**src/rtl/tbg_pkg.sv**
```systemverilog
// Package: shared delay constants for the tone burst gating controller.
// All delays are counted in half tone periods (half ticks).
package tbg_pkg;
    localparam int unsigned LVL_ON_HT   = 1;  // data-level start delay
    localparam int unsigned LVL_OFF_HT  = 2;  // data-level stop delay
    localparam int unsigned EXT_WIN_HT  = 3;  // edge-free half ticks before idle
    localparam int unsigned EXT_ON_HT   = 3;  // external start delay after first edge
    localparam int unsigned EXT_OFF_HT  = 1;  // extra half tick after idle
endpackage

```
**src/rtl/tbg_halftick.sv**
```systemverilog
// Half-period divider: produces a one-clock tick every HALF_DIV clocks and
// a phase flag that toggles on each tick (1 = high half of the tone).
// Assumes HALF_DIV >= 2.
module tbg_halftick #(
    parameter int unsigned HALF_DIV = 2841
) (
    input  logic clk,
    input  logic rst_n,
    output logic half_tick,
    output logic phase_hi
);
    localparam int unsigned CW   = (HALF_DIV > 1) ? $clog2(HALF_DIV) : 1;
    localparam logic [CW-1:0] LAST = CW'(HALF_DIV - 1);

    logic [CW-1:0] cnt;

    assign half_tick = (cnt == LAST);

    // Count clocks within a half period and flip the phase at its end.
    always_ff @(posedge clk) begin
        if (!rst_n) begin
            cnt      <= '0;
            phase_hi <= 1'b0;
        end else if (half_tick) begin
            cnt      <= '0;
            phase_hi <= ~phase_hi;
        end else begin
            cnt      <= cnt + 1'b1;
        end
    end

    // Ticks are never back to back (R4 period).
    p_tick_spacing_r4: assert property (@(posedge clk) disable iff (!rst_n)
        half_tick |=> !half_tick);
endmodule

```
**src/rtl/tbg_sync.sv**
```systemverilog
// Two-flop synchronizer for asynchronous level inputs.
// Assumes the inputs are slow compared with the clock.
module tbg_sync #(
    parameter int unsigned WIDTH = 2
) (
    input  logic             clk,
    input  logic             rst_n,
    input  logic [WIDTH-1:0] d_async,
    output logic [WIDTH-1:0] q_sync
);
    logic [WIDTH-1:0] meta;

    // Two register stages bring the inputs into the clock domain.
    always_ff @(posedge clk) begin
        if (!rst_n) begin
            meta   <= '0;
            q_sync <= '0;
        end else begin
            meta   <= d_async;
            q_sync <= meta;
        end
    end
endmodule

```
**src/rtl/tbg_ext_activity.sv**
```systemverilog
// Activity detector for the external timing input: any edge marks it active.
// WIN_HT half ticks without an edge mark it idle.
// Assumes a synchronized input and edge spacing shorter than the window.
module tbg_ext_activity #(
    parameter int unsigned WIN_HT = 3
) (
    input  logic clk,
    input  logic rst_n,
    input  logic half_tick,
    input  logic ext_s,
    output logic ext_live
);
    localparam int unsigned CW = $clog2(WIN_HT + 1);
    localparam logic [CW-1:0] WIN_LAST = CW'(WIN_HT - 1);

    logic          ext_d;
    logic          edge_seen;
    logic [CW-1:0] idle_cnt;

    assign edge_seen = ext_s ^ ext_d;

    // Track edges and count half ticks that pass without one.
    always_ff @(posedge clk) begin
        if (!rst_n) begin
            ext_d    <= 1'b0;
            idle_cnt <= '0;
            ext_live <= 1'b0;
        end else begin
            ext_d <= ext_s;
            if (edge_seen) begin
                idle_cnt <= '0;
                ext_live <= 1'b1;
            end else if (half_tick && ext_live) begin
                if (idle_cnt == WIN_LAST) begin
                    idle_cnt <= '0;
                    ext_live <= 1'b0;
                end else begin
                    idle_cnt <= idle_cnt + 1'b1;
                end
            end
        end
    end

    // Going active needs an edge, and going idle happens only on a tick.
    p_live_rise_r7: assert property (@(posedge clk) disable iff (!rst_n)
        $rose(ext_live) |-> $past(edge_seen));
    p_live_fall_r8: assert property (@(posedge clk) disable iff (!rst_n)
        $fell(ext_live) |-> $past(half_tick));
endmodule

```
**src/rtl/tbg_delay_gate.sv**
```systemverilog
// Delay gate: its output follows a request only after the request has held
// its new value for ON_HT (rising) or OFF_HT (falling) half ticks.
// A request that reverts during the count restarts it.
module tbg_delay_gate #(
    parameter int unsigned ON_HT  = 1,
    parameter int unsigned OFF_HT = 2
) (
    input  logic clk,
    input  logic rst_n,
    input  logic half_tick,
    input  logic req,
    output logic gated
);
    localparam int unsigned MAXHT = (ON_HT > OFF_HT) ? ON_HT : OFF_HT;
    localparam int unsigned CW    = $clog2(MAXHT + 1);
    localparam logic [CW-1:0] ON_LAST  = CW'(ON_HT - 1);
    localparam logic [CW-1:0] OFF_LAST = CW'(OFF_HT - 1);

    logic [CW-1:0] cnt;
    logic [CW-1:0] lim;

    assign lim = gated ? OFF_LAST : ON_LAST;

    // Count half ticks while the request disagrees with the output, then follow it.
    always_ff @(posedge clk) begin
        if (!rst_n) begin
            gated <= 1'b0;
            cnt   <= '0;
        end else if (req == gated) begin
            cnt   <= '0;
        end else if (half_tick) begin
            if (cnt == lim) begin
                gated <= req;
                cnt   <= '0;
            end else begin
                cnt   <= cnt + 1'b1;
            end
        end
    end

    // The output moves only on a tick.
    p_gate_on_tick_r5: assert property (@(posedge clk) disable iff (!rst_n)
        (gated != $past(gated)) |-> $past(half_tick));
    p_gate_follows_r6: assert property (@(posedge clk) disable iff (!rst_n)
        (gated != $past(gated)) |-> (gated == $past(req)));
endmodule

```
**src/rtl/tone_burst_gate.sv**
```systemverilog
// Tone burst gating controller. It merges the continuous bit, the data-level
// gate and the external timing activity into one tone request. The active
// flag is aligned to whole tone cycles, and the wave is gated by section and
// transmit-path enables. Assumes HALF_DIV >= 2 and slow asynchronous inputs.
module tone_burst_gate
    import tbg_pkg::*;
#(
    parameter int unsigned HALF_DIV = 2841
) (
    input  logic clk,
    input  logic rst_n,
    input  logic sect_en,
    input  logic tx_path_req,
    input  logic tone_cont,
    input  logic data_level,
    input  logic ext_timing,
    output logic tone_wave,
    output logic tone_active,
    output logic tx_path_en
);
    localparam int unsigned NSYNC = 2;

    logic             half_tick;
    logic             phase_hi;
    logic [NSYNC-1:0] raw_in;
    logic [NSYNC-1:0] sync_in;
    logic             lvl_gate;
    logic             ext_live;
    logic             ext_gate;
    logic             want;

    tbg_halftick #(.HALF_DIV(HALF_DIV)) u_div (
        .clk(clk), .rst_n(rst_n), .half_tick(half_tick), .phase_hi(phase_hi)
    );

    assign raw_in = {ext_timing, data_level};

    tbg_sync #(.WIDTH(NSYNC)) u_sync (
        .clk(clk), .rst_n(rst_n), .d_async(raw_in), .q_sync(sync_in)
    );

    tbg_delay_gate #(.ON_HT(LVL_ON_HT), .OFF_HT(LVL_OFF_HT)) u_lvl_gate (
        .clk(clk), .rst_n(rst_n), .half_tick(half_tick),
        .req(sync_in[0]), .gated(lvl_gate)
    );

    tbg_ext_activity #(.WIN_HT(EXT_WIN_HT)) u_ext_act (
        .clk(clk), .rst_n(rst_n), .half_tick(half_tick),
        .ext_s(sync_in[1]), .ext_live(ext_live)
    );

    tbg_delay_gate #(.ON_HT(EXT_ON_HT), .OFF_HT(EXT_OFF_HT)) u_ext_gate (
        .clk(clk), .rst_n(rst_n), .half_tick(half_tick),
        .req(ext_live), .gated(ext_gate)
    );

    assign tx_path_en = sect_en & tx_path_req;
    assign want       = tx_path_en & (tone_cont | lvl_gate | ext_gate);

    // Update the active flag only where a low half ends, so bursts hold whole pulses.
    always_ff @(posedge clk) begin
        if (!rst_n) begin
            tone_active <= 1'b0;
        end else if (half_tick && !phase_hi) begin
            tone_active <= want;
        end
    end

    assign tone_wave = tone_active & phase_hi & tx_path_en;

    // Wave only with both enables present.
    p_wave_needs_path_r3: assert property (@(posedge clk) disable iff (!rst_n)
        tone_wave |-> (sect_en && tx_path_req));
    // Standby closes the transmit path.
    p_standby_closed_r2: assert property (@(posedge clk) disable iff (!rst_n)
        !sect_en |-> !tx_path_en);
    // The active flag moves only on a low-to-high half boundary.
    p_active_aligned_r10: assert property (@(posedge clk) disable iff (!rst_n)
        (tone_active != $past(tone_active)) |-> ($past(half_tick) && phase_hi));
    // A fresh burst opens at the start of a high half.
    p_burst_starts_high_r9: assert property (@(posedge clk) disable iff (!rst_n)
        ($rose(tone_active) && tx_path_en) |-> tone_wave);
endmodule

```
**config.mk**
```make
export PLATFORM = sky130hd
export DESIGN_NAME = tone_burst_gate
export DESIGN_NICKNAME = d
export VERILOG_FILES = /design/src/rtl/tbg_pkg.sv /design/src/rtl/tbg_halftick.sv /design/src/rtl/tbg_sync.sv /design/src/rtl/tbg_ext_activity.sv /design/src/rtl/tbg_delay_gate.sv /design/src/rtl/tone_burst_gate.sv
export SDC_FILE = /design/constraint.sdc
export NUM_CORES = 1
export LEC_CHECK = 0
export BUFFER_PORTS_ARGS = -buffer_cell sky130_fd_sc_hd__buf_2
export CAP_MARGIN = 20
export CORE_MARGIN = 5
export CORE_UTILIZATION = 55
export CTS_BUF_LIST = sky130_fd_sc_hd__clkbuf_2 sky130_fd_sc_hd__clkbuf_4 sky130_fd_sc_hd__clkbuf_8
export DETAILED_ROUTE_END_ITERATION = 8
export GPL_TIMING_DRIVEN = 0
export HOLD_SLACK_MARGIN = 0.08
export PLACE_DENSITY = 0.74
export SLEW_MARGIN = 20
export SYNTH_ARGS = -nofsm -noshare
export SYNTH_HDL_FRONTEND = slang
export SYNTH_SLANG_ARGS = --single-unit
```
**constraint.sdc**
```tcl
create_clock -name clk -period 3.05 [get_ports clk]
set_input_delay 0.4575 -clock clk [delete_from_list [all_inputs] [get_ports clk]]
set_output_delay 0.4575 -clock clk [all_outputs]
set_load 0.01 [all_outputs]
```
==> results.sh <==
export IMPL_final_cell_mix="28 x dfxtp_1, 18 x nor2_1, 11 x buf_2"
export IMPL_cts_sinks=28
export IMPL_diodes=0
export IMPL_grt_remaining_overflow=0
export IMPL_fp_dieArea_um2=3390
export IMPL_grt_pass1_wl_um=4050
export IMPL_fin_skew_ps=6.27
export IMPL_first_iter_violations=27
export IMPL_dp_hpwl_um=1650
export IMPL_worstPathCellList="inv_1 > ha_1 > nor3b_2 > nand3_1 > buf_2 > nand2_1 > buf_2 > nor2_1"
export IMPL_fillCellCount=193
export IMPL_detail_route_antenna_nets=0
export IMPL_avgSynthCellArea_um2=9.07
export IMPL_worst_pin_slew_ps=448
export IMPL_die_x_um=58.2
export IMPL_fin_setup_tns_ps=0
export IMPL_fmax_ghz=0.594
export IMPL_peakVddDrop_mv=0.321
export IMPL_post_route_min_period_ps=1680
export IMPL_fp_coreArea_um2=2210
export IMPL_htree_levels=1
export IMPL_power_leakage_nw=0.536
export IMPL_crit_arrival_ps=1950
export IMPL_routedWlPerCell_um=12.3
export IMPL_dieHeight_um=58.2
export IMPL_gp_congestion=0.748
export IMPL_initial_core_util=0.578
export IMPL_finalHoldViolCount=0
export IMPL_worstPathMaxFanout=10
export IMPL_muxShareOfSynthArea=0.0235
export IMPL_rsz0062_at_grt="no"
export IMPL_cpMostUsedCell="buf_2"
export IMPL_cts_inserted_buffers=3
export IMPL_syn_area_um2=1280
export IMPL_drive_above_1_share=0.118
export IMPL_gr_usage_met2=0.234
export IMPL_final_common_cell="dfxtp_1"
export IMPL_synth_compound_area_frac=0.0744
export IMPL_grt_usage=0.150
export IMPL_cts_tree="built"
export IMPL_route_detailed_drc=0
export IMPL_cts_resized=0
export IMPL_synth_nets=150
export IMPL_cts_setup_buffers=0
export IMPL_syn_inst=141
export IMPL_yosys_area_share_adder=0.0196
export IMPL_critical_path_max_stage_delay_ps=400
export IMPL_synth_xor_xnor_area_share=0.0959
export IMPL_end_kind="flip-flop"
export IMPL_holdWs_ps=339
export IMPL_top_usage_layer="met2"
export IMPL_area_growth_pct=8.71
export IMPL_crit_slowest_cell="dfxtp_1"
export IMPL_cts_root_buf="clkbuf_4"
export IMPL_grt_pass1_vias=934
export IMPL_clock_latency_ps=320
export IMPL_min_path_type="in2reg"
export IMPL_path_clk_slew_ps=140
export IMPL_vias=993
export IMPL_rows=17
export IMPL_fin_crit_sh=0.552
export IMPL_ys_ff_latch=28
export IMPL_yosysSeqAreaShare=0.438
export IMPL_synth_top_family_by_area="simple AND/OR/NAND/NOR gates"
export IMPL_io_pins=10
export IMPL_drt_wl_total_um=2230
export IMPL_power_density_nw_per_um2=423
export IMPL_finish_utilization=0.628
export IMPL_maxCapViolCount=0
export IMPL_grtUsageMet3=0.0290
export IMPL_yosys_area_share_simple=0.313
export IMPL_start_kind="flip-flop"
export IMPL_postCtsHoldBufs=0
export IMPL_numPortBuffers=8
export IMPL_viasPerCell=5.49
export IMPL_clock_path_buffers=2
export IMPL_synth_warnings=0
export IMPL_grt_max_degree=16
export IMPL_status="completed"
export IMPL_slew_headroom=0.701
export IMPL_synthDistinctLibCells=38
export IMPL_dr_pass1_iters=4
export IMPL_fin_nets=163
export IMPL_antenna_found_initial=0
export IMPL_cp_data_required_time_ps=3320
export IMPL_met1_usage=0.205
export IMPL_slew_violations=0
export IMPL_setup_viol=0
export IMPL_crit_type="reg2reg"
## cells by family after synthesis
| family | after synthesis |
|---|---|
| fa+ha+maj | 2 |
| buf+inv | 11 |
| flops | 28 |
| mux | 3 |
| simple gates | 69 |
| compound gates | 14 |
| xor+xnor | 14 |
## worst max-delay path: cells and delay by family, from the launching register on
kind	cells	cell delay [ps]
simple gates	4	520
fa+ha+maj	1	200
flops	1	400
buf+inv	3	510
## cells in the mapped netlist (all sizes together)
cell	number	area [um^2]
o2111ai	1	8.76
and2	7	43.8
or4b	2	20.0
nor4bb	1	10.0
nand2	7	26.3
nor4b	2	17.5
o21a	1	7.51
and4bb	1	12.5
o21ai	3	15.0
nor4	1	6.26
inv	4	15.0
nand4b	2	17.5
nand3	6	30.0
and3	3	18.8
a21boi	3	22.5
or2	1	6.26
clkbuf	3	11.3
o21bai	1	7.51
o211ai	2	15.0
nor3b	1	12.5
a31oi	1	6.26
a21oi	1	5.00
nand3b	2	15.0
nand2b	1	6.26
nor2	18	67.6
nor2b	3	18.8
ha	2	25.0
nor3	4	20.0
mux2i	3	30.0
buf	4	18.8
nand4	5	31.3
xnor2	10	87.6
o31ai	1	7.51
xor2	4	35.0
and4b	2	20.0
dfxtp	28	561
## worst paths after layout
| kind | slack, ps | depth (start not counted) | endpoint | startpoint |
|---|---|---|---|---|
| setup reg to reg | 1370 | 8 | u_div.cnt[7] | u_div.cnt[0] |
| setup / recovery | 1370 | 8 | u_div.cnt[7] | u_div.cnt[0] |
| hold / removal | 340 | 2 | u_sync.meta[1] | ext_timing |
| hold reg to reg | 450 | 1 | u_sync.q_sync[0] | u_sync.meta[0] |
## cell type report
type                    count  area [um^2]  share of cell area
plain buffers               7         30.0              0.0216
clock buffers               4         36.3              0.0261
inverters                   4         15.0              0.0108
multi-input cells         102          673               0.484
flip-flops and latches     28          561               0.403
well taps                  28         35.0              0.0252
repair buffers              8         40.0              0.0288
## layer usage
layer	part of all wire	vias up
met5	0	-
met4	0.0054	0
met3	0.034	2
met2	0.44	13
met1	0.52	467
li1	-	511
## sequential cells by signal, summed over array words and instances, names as in the netlist
name	flops
u_ext_act.idle_cnt	2
u_sync.meta	2
u_sync.q_sync	2
u_ext_gate.cnt	2
u_ext_gate.gated	1
u_lvl_gate.cnt	2
u_div.phase_hi	1
u_lvl_gate.gated	1
u_div.cnt	12
tone_active	1
u_ext_act.ext_live	1
u_ext_act.ext_d	1
## per-stage QoR
stage	instance area [um^2]	std cells	power (mW)	setup slack, ps
floorplan	1280	141	0.412	1610
global placement	1350	177	0.421	1450
detailed placement	1350	177	0.423	1390
CTS	1390	181	0.595	1350
global route	1390	181	0.620	1210
finish	1390	181	0.589	1370
## report_power, final
group          leakage [nW]  internal, mW  switching (mW)
Clock                0.0210        0.0729           0.101
Sequential            0.227         0.373         0.00371
Combinational         0.288        0.0167          0.0212
Total                 0.536         0.463           0.126
No activity file was read; power rests on OpenSTA's default activity.
